[config.mk]
export PLATFORM = sky130hd
export DESIGN_NAME = i2s_tx_serializer
export DESIGN_NICKNAME = d
export VERILOG_FILES = /design/src/rtl/i2stx_pkg.sv /design/src/rtl/i2stx_bitclk.sv /design/src/rtl/i2stx_holdreg.sv /design/src/rtl/i2stx_picker.sv /design/src/rtl/i2stx_framer.sv /design/src/rtl/i2s_tx_serializer.sv
export SDC_FILE = /design/constraint.sdc
export NUM_CORES = 1
export LEC_CHECK = 0
export CAP_MARGIN = 0
export CORE_MARGIN = 1
export CORE_UTILIZATION = 46
export CTS_CLUSTER_SIZE = 24
export DETAILED_ROUTE_END_ITERATION = 10
export GPL_TIMING_DRIVEN = 0
export HOLD_SLACK_MARGIN = 0.05
export SLEW_MARGIN = 20
export SYNTH_ARGS = -nofsm -noshare
export SYNTH_HDL_FRONTEND = slang
export SYNTH_SLANG_ARGS = --single-unit
[constraint.sdc]
create_clock -name clk -period 9.4 [get_ports clk]
set_input_delay 0.94 -clock clk [delete_from_list [all_inputs] [get_ports clk]]
set_output_delay 0.94 -clock clk [all_outputs]
set_load 0.05 [all_outputs]
[src/rtl/i2stx_pkg.sv]
package i2stx_pkg;

  localparam int WORD_W = 32;
  localparam int LEN_W  = 6;

  typedef struct packed {
    logic [2:0] len_code;
    logic       slot24;
    logic       lj;
    logic       mono;
    logic       fill_repeat;
  } tx_cfg_t;

  // sample length in bits for a length code
  function automatic logic [LEN_W-1:0] sample_bits(input logic [2:0] code);
    logic [LEN_W-1:0] n;
    case (code)
      3'd0:       n = 6'd32;
      3'd1:       n = 6'd24;
      3'd2:       n = 6'd20;
      3'd3:       n = 6'd18;
      3'd4, 3'd5: n = 6'd16;
      default:    n = 6'd8;
    endcase
    return n;
  endfunction

  // slot length in bits; only mid-size samples honour the 24-bit slot option
  function automatic logic [LEN_W-1:0] slot_bits(input logic [2:0] code,
                                                 input logic       slot24);
    logic [LEN_W-1:0] n;
    n = sample_bits(code);
    if (n > 6'd16 && n < 6'd32) begin
      n = slot24 ? 6'd24 : 6'd32;
    end
    return n;
  endfunction

endpackage

[src/rtl/i2stx_bitclk.sv]
module i2stx_bitclk #(
  parameter int HALF_DIV = 2
) (
  input  logic clk,
  input  logic halt,
  output logic bclk,
  output logic fall
);
  localparam int CNT_W = (HALF_DIV > 1) ? $clog2(HALF_DIV) : 1;
  localparam logic [CNT_W-1:0] LAST = CNT_W'(HALF_DIV - 1);

  logic [CNT_W-1:0] cnt;
  logic             tick;

  assign tick = !halt && (cnt == LAST);
  assign fall = tick && bclk;

  always_ff @(posedge clk) begin
    if (halt) begin
      cnt  <= '0;
      bclk <= 1'b0;
    end else begin
      cnt <= tick ? '0 : cnt + 1'b1;
      if (tick) begin
        bclk <= ~bclk;
      end
    end
  end
endmodule

[src/rtl/i2stx_holdreg.sv]
module i2stx_holdreg #(
  parameter int W = 32
) (
  input  logic         clk,
  input  logic         clr,
  input  logic         wr,
  input  logic [W-1:0] wdata,
  input  logic         take,
  output logic         full,
  output logic [W-1:0] data
);
  always_ff @(posedge clk) begin
    if (clr) begin
      full <= 1'b0;
      data <= '0;
    end else if (take) begin
      full <= 1'b0;
    end else if (wr && !full) begin
      full <= 1'b1;
      data <= wdata;
    end
  end
endmodule

[src/rtl/i2stx_picker.sv]
module i2stx_picker
  import i2stx_pkg::*;
(
  input  logic              clk,
  input  logic              clr,
  input  logic              start_l,
  input  logic              start_r,
  input  logic              mono,
  input  logic              fill_repeat,
  input  logic [LEN_W-1:0]  len,
  input  logic              hold_full,
  input  logic [WORD_W-1:0] hold_data,
  output logic              take,
  output logic              ur_now,
  output logic [WORD_W-1:0] aligned
);
  logic [WORD_W-1:0] fresh;
  logic [WORD_W-1:0] prev_l;
  logic [WORD_W-1:0] prev_r;
  logic [WORD_W-1:0] sent_l;
  logic [LEN_W-1:0]  lshift;

  // MSB-align the low 'len' bits; the shift drops the unused upper bits
  assign lshift = 6'd32 - len;
  assign fresh  = hold_data << lshift;

  always_comb begin
    take    = 1'b0;
    ur_now  = 1'b0;
    aligned = '0;
    if (start_l) begin
      if (hold_full) begin
        take    = 1'b1;
        aligned = fresh;
      end else begin
        ur_now  = 1'b1;
        aligned = fill_repeat ? prev_l : '0;
      end
    end else if (start_r) begin
      if (mono) begin
        aligned = sent_l;
      end else if (hold_full) begin
        take    = 1'b1;
        aligned = fresh;
      end else begin
        ur_now  = 1'b1;
        aligned = fill_repeat ? prev_r : '0;
      end
    end
  end

  always_ff @(posedge clk) begin
    if (clr) begin
      prev_l <= '0;
      prev_r <= '0;
      sent_l <= '0;
    end else begin
      if (start_l) begin
        sent_l <= aligned;
      end
      if (take && start_l) begin
        prev_l <= fresh;
      end
      if (take && start_r) begin
        prev_r <= fresh;
      end
    end
  end
endmodule

[src/rtl/i2stx_framer.sv]
module i2stx_framer
  import i2stx_pkg::*;
(
  input  logic              clk,
  input  logic              halt,
  input  logic              fall,
  input  logic              lj,
  input  logic [LEN_W-1:0]  slot,
  input  logic [WORD_W-1:0] aligned,
  output logic              start_l,
  output logic              start_r,
  output logic              ws,
  output logic              sdata
);
  localparam int POS_W = LEN_W + 1;

  logic [POS_W-1:0]  pos;
  logic [POS_W-1:0]  pos_n;
  logic [POS_W-1:0]  dpos;
  logic [POS_W-1:0]  span;
  logic [POS_W-1:0]  slot_x;
  logic              started;
  logic [WORD_W-1:0] sh;

  assign slot_x = {1'b0, slot};
  assign span   = {slot, 1'b0};

  always_comb begin
    if (!started) begin
      pos_n = '0;
    end else if (pos == span - 1'b1) begin
      pos_n = '0;
    end else begin
      pos_n = pos + 1'b1;
    end
    // data index trails the frame position by one bit in I2S framing
    if (lj) begin
      dpos = pos_n;
    end else if (pos_n == '0) begin
      dpos = span - 1'b1;
    end else begin
      dpos = pos_n - 1'b1;
    end
  end

  assign start_l = fall && (dpos == '0);
  assign start_r = fall && (dpos == slot_x);

  always_ff @(posedge clk) begin
    if (halt) begin
      pos     <= '0;
      started <= 1'b0;
      ws      <= 1'b0;
      sdata   <= 1'b0;
      sh      <= '0;
    end else if (fall) begin
      pos     <= pos_n;
      started <= 1'b1;
      ws      <= lj ? (pos_n < slot_x) : (pos_n >= slot_x);
      if (start_l || start_r) begin
        sdata <= aligned[WORD_W-1];
        sh    <= aligned << 1;
      end else begin
        sdata <= sh[WORD_W-1];
        sh    <= sh << 1;
      end
    end
  end
endmodule

[src/rtl/i2s_tx_serializer.sv]
module i2s_tx_serializer
  import i2stx_pkg::*;
#(
  parameter int HALF_DIV = 2
) (
  input  logic        clk,
  input  logic        rst,
  input  logic        cmd_tx_on,
  input  logic        cmd_tx_off,
  input  logic        cmd_soft_rst,
  input  logic [2:0]  cfg_len,
  input  logic        cfg_slot24,
  input  logic        cfg_lj,
  input  logic        cfg_mono,
  input  logic        cfg_fill_repeat,
  input  logic        loop_en,
  input  logic        hold_wr,
  input  logic [31:0] hold_wdata,
  input  logic        rx_pin,
  output logic        tx_ready,
  output logic        tx_underrun,
  output logic        bclk,
  output logic        ws,
  output logic        sdata,
  output logic        rx_feed
);
  logic              en;
  tx_cfg_t           cfg;
  logic              kill;
  logic              halt;
  logic              start_cmd;
  logic              fall;
  logic              start_l;
  logic              start_r;
  logic              take;
  logic              ur_now;
  logic              hold_full;
  logic [WORD_W-1:0] hold_data;
  logic [WORD_W-1:0] aligned;
  logic [LEN_W-1:0]  len;
  logic [LEN_W-1:0]  slot;

  assign kill      = rst || cmd_soft_rst;
  assign halt      = kill || cmd_tx_off || !en;
  assign start_cmd = cmd_tx_on && !en && !cmd_tx_off && !cmd_soft_rst;
  assign len       = sample_bits(cfg.len_code);
  assign slot      = slot_bits(cfg.len_code, cfg.slot24);

  always_ff @(posedge clk) begin
    if (kill) begin
      en  <= 1'b0;
      cfg <= '0;
    end else if (cmd_tx_off) begin
      en <= 1'b0;
    end else if (start_cmd) begin
      en  <= 1'b1;
      cfg <= '{len_code: cfg_len, slot24: cfg_slot24, lj: cfg_lj,
               mono: cfg_mono, fill_repeat: cfg_fill_repeat};
    end
  end

  i2stx_bitclk #(.HALF_DIV(HALF_DIV)) u_bitclk (
    .clk  (clk),
    .halt (halt),
    .bclk (bclk),
    .fall (fall)
  );

  i2stx_holdreg #(.W(WORD_W)) u_hold (
    .clk   (clk),
    .clr   (kill),
    .wr    (hold_wr),
    .wdata (hold_wdata),
    .take  (take),
    .full  (hold_full),
    .data  (hold_data)
  );

  i2stx_picker u_pick (
    .clk         (clk),
    .clr         (kill || start_cmd),
    .start_l     (start_l),
    .start_r     (start_r),
    .mono        (cfg.mono),
    .fill_repeat (cfg.fill_repeat),
    .len         (len),
    .hold_full   (hold_full),
    .hold_data   (hold_data),
    .take        (take),
    .ur_now      (ur_now),
    .aligned     (aligned)
  );

  i2stx_framer u_frame (
    .clk     (clk),
    .halt    (halt),
    .fall    (fall),
    .lj      (cfg.lj),
    .slot    (slot),
    .aligned (aligned),
    .start_l (start_l),
    .start_r (start_r),
    .ws      (ws),
    .sdata   (sdata)
  );

  always_ff @(posedge clk) begin
    if (rst) begin
      tx_underrun <= 1'b0;
    end else begin
      tx_underrun <= ur_now;
    end
  end

  assign tx_ready = !hold_full;
  assign rx_feed  = loop_en ? sdata : rx_pin;
endmodule

==> results.py <==
metrics = {
    "clock_tree": {
        "cts.sinks": 181,
        "root_buffer": "clkbuf_16",
        "insertion_delay_ns": 0.45,
        "cts_hold_buf": 0,
        "path_clk_slew_ns": 0.08,
        "cts_buffer_depth": 2,
        "cts-resized-gates": 0,
        "cts_max_level": 4,
        "cts_buffers": 17,
        "cts_tree": "done",
        "postCtsSetupBuffers": 0,
    },
    "timing": {
        "fin_setup_tns_ns": 0,
        "final_hold_viol_count": 0,
        "slew_headroom_pct": 33.5,
        "final_max_slew_viol_count": 0,
        "period_needed_ns": 8.54,
        "fin_crit_sh_pct": 90.8,
        "clock_skew_ns": 0.0101,
        "worst_pin_slew_ns": 0.991,
        "grt_setup_unrepaired": "no",
        "holdWs_ns": 0.450,
        "finalSetupViolations": 0,
        "max_freq_mhz": 117,
    },
    "floorplan": {
        "die_y_um": 152,
        "floorplan.die_area_um2": 23100,
        "core_area_um2": 22000,
        "rows": 54,
        "io_pins": 53,
        "die_w_um": 152,
        "initial_core_util_pct": 47.1,
    },
    "min_path": {
        "hold_path_class": "reg2reg",
    },
    "synthesis": {
        "synth_seq_cells": 181,
        "syn_inst": 1309,
        "avgSynthCellArea_um2": 7.91,
        "synthTopCellsByArea": "dfxtp_1 35%, nand2_1 8.1%, mux2i_1 7.4%",
        "synth.cell_area_um2": 10300,
        "synth_top_cell_area_share_pct": 35.0,
        "synth_async_sr_flop_share_pct": 0,
        "ys.flop_type": "dfxtp_1",
        "syn_nets": 1365,
        "synth_warnings": 0,
        "ys_seq_area_share_pct": 35.0,
        "yosysTopAreaCell": "dfxtp_1",
        "synthDistinctLibCells": 85,
        "synth_edf_count": 0,
    },
    "critical_path": {
        "slowest_stage": "a221oi_1",
        "required_ns": 9.72,
        "critPathBufInv": 9,
        "critPathMaxFanout": 10,
        "crit_arrival_ns": 8.85,
        "path_class": "reg2reg",
        "start_kind": "flip-flop",
        "endpoint_kind": "flip-flop",
        "path_common_cell": "buf_2",
        "cpPeakStageDelay_ns": 0.65,
        "path_delay_family": "simple AND/OR/NAND/NOR gates",
    },
    "placed_design": {
        "hpwl_um": 27800,
        "place.gp.congestion": 0.929,
        "dp_cells": 1641,
        "portBuffers": 52,
    },
    "cells_and_area": {
        "drive_above_1_share_pct": 7.61,
        "diodes": 0,
        "fillers": 2221,
        "stdcell_count": 1673,
        "area_growth_pct": 14.3,
        "finalNetCount": 1436,
    },
    "grt": {
        "use_met2_pct": 49.7,
        "grtUsageTotal_pct": 32.4,
        "met3_usage_pct": 8.16,
        "grt_pass1_wl_um": 57500,
        "grt_start_max_net_pins": 20,
        "grt_pass1_vias": 9681,
        "top_usage_layer": "met2",
        "antenna_found_initial": 0,
        "grt.met1_usage_pct": 43.7,
        "grt-ovfl-total": 0,
    },
    "power": {
        "ir_drop_mv": 0.109,
        "leakage_nw": 4.51,
        "power_density_nw_per_um2": 141,
    },
    "route": {
        "ant_nets": 0,
        "drc": 0,
        "first_pass_iters": 6,
        "drt_iter0_drc": 1057,
        "num_vias": 10485,
        "via_per_inst": 6.27,
        "wire_per_inst_um": 22.6,
        "wl_um": 37700,
    },
    "job": {
        "maxCapViolCount": 0,
    },
    "status": {
        "status": "completed",
    },
}
cell usage in the layout (no fill, tap or decap), types with 7 or more instances in the layout:
cell	n
nand2_1	223
dfxtp_1	181
o31ai_1	7
and3_1	17
a31oi_1	12
clkdlybuf4s50_1	52
nand2b_1	8
o21ai_1	14
mux2i_1	76
a21oi_1	142
buf_2	16
nor3_1	14
mux4_2	14
nand3_1	64
a22oi_1	24
ha_1	9
clkbuf_1	83
a211oi_1	13
clkbuf_16	17
a221o_1	15
and2_1	18
xnor2_1	9
nor2_1	104
a221oi_1	15
nor2b_1	11
inv_1	12
a2bb2oi_1	12
o21ai_0	65
path summary, 6_finish.rpt:
path | startpoint | end | slack (ns) | depth (start not counted)
min | u_pick.prev_r[17] | u_pick.prev_r[17] | 0.45 | 2
max reg2reg | cfg[4] | u_pick.sent_l[3] | 0.86 | 32
min reg2reg | u_pick.prev_r[17] | u_pick.prev_r[17] | 0.45 | 2
max | cfg[4] | u_pick.sent_l[3] | 0.86 | 32
worst register-to-register path: cells and delay by family, from the launching register on:
| kind | cells | cell delay [ns] |
|---|---|---|
| buffers and inverters | 9 | 2.21 |
| AO/OA/AOI/OAI | 7 | 2.19 |
| adder cells (fa/ha/maj) | 4 | 1.20 |
| flip-flops | 1 | 0.33 |
| AND/OR/NAND/NOR | 12 | 2.47 |
where the power goes:
group,switching [W],internal [W]
Sequential,0.00000603,0.000771
Clock,0.000376,0.000385
Combinational,0.0000813,0.0000474
routing by layer:
layer,share of wire [%],vias up
met2,43,512
li1,-,4890
met3,9.7,68
met5,0,-
met4,3.5,0
met1,43,5015
flip-flops by register name, indices dropped and copies added (netlist names):
name,cells
u_bitclk.bclk,1
en,1
u_frame.pos,7
u_frame.sdata,1
tx_underrun,1
u_hold.full,1
u_frame.sh,31
u_pick.prev_l,32
u_frame.started,1
u_frame.ws,1
cfg,7
u_pick.sent_l,32
u_pick.prev_r,32
u_bitclk.cnt,1
u_hold.data,32
kinds of logic (layout without fill, tap and decap cells):
group           after synthesis  after routing  share of synthesized area, %
compound gates              391            391                          24.8
xor+xnor                     13             13                          1.10
fa+ha+maj                     9              9                          1.09
buf+inv                     131            215                          5.73
flops                       181            181                          35.0
mux                          97             97                          11.2
simple gates                487            487                          21.0
final cells by class:
class	count	area, µm²	area share, %
tap	280	350	2.96
clock inverter	15	181	1.53
sequential	181	3620	30.6
multi-input combinational	997	6140	51.9
clock buffer	17	425	3.60
timing repair buffer	52	520	4.40
buffer	116	537	4.54
inverter	15	56.3	0.476
through the flow:
stage | total power [W] | cell area (µm²) | util [%] | worst slack (ns)
6_report | 0.00167 | 11800 | 53.9 | 0.865
5_1_grt | 0.00170 | 11800 | 53.9 | 0.547
4_1_cts | 0.00167 | 11800 | 53.9 | 1.07
3_5_place_dp | 0.000921 | 11200 | 51.1 | 1.06
3_3_place_gp | 0.000921 | 11200 | 51.1 | 1.11
2_1_floorplan | 0.000864 | 10300 | - | 3.12
cell usage after synthesis, types with 5 or more instances:
master     count
nand2_1      223
dfxtp_1      181
a21oi_1      142
nor2_1       104
clkbuf_1      83
mux2i_1       76
o21ai_0       65
nand3_1       64
a22oi_1       24
and2_1        18
and3_1        17
buf_2         16
a221o_1       15
a221oi_1      15
mux4_2        14
nor3_1        14
o21ai_1       14
a211oi_1      13
a2bb2oi_1     12
a31oi_1       12
inv_1         12
nor2b_1       11
ha_1           9
xnor2_1        9
nand2b_1       8
o31ai_1        7
a21o_1         6
mux2_2         6
or2_2          6
a2111oi_0      5
a22o_1         5
buf_1          5
buf_6          5
o211ai_1       5
o21a_1         5
No activity file was read; power rests on OpenSTA's default activity.
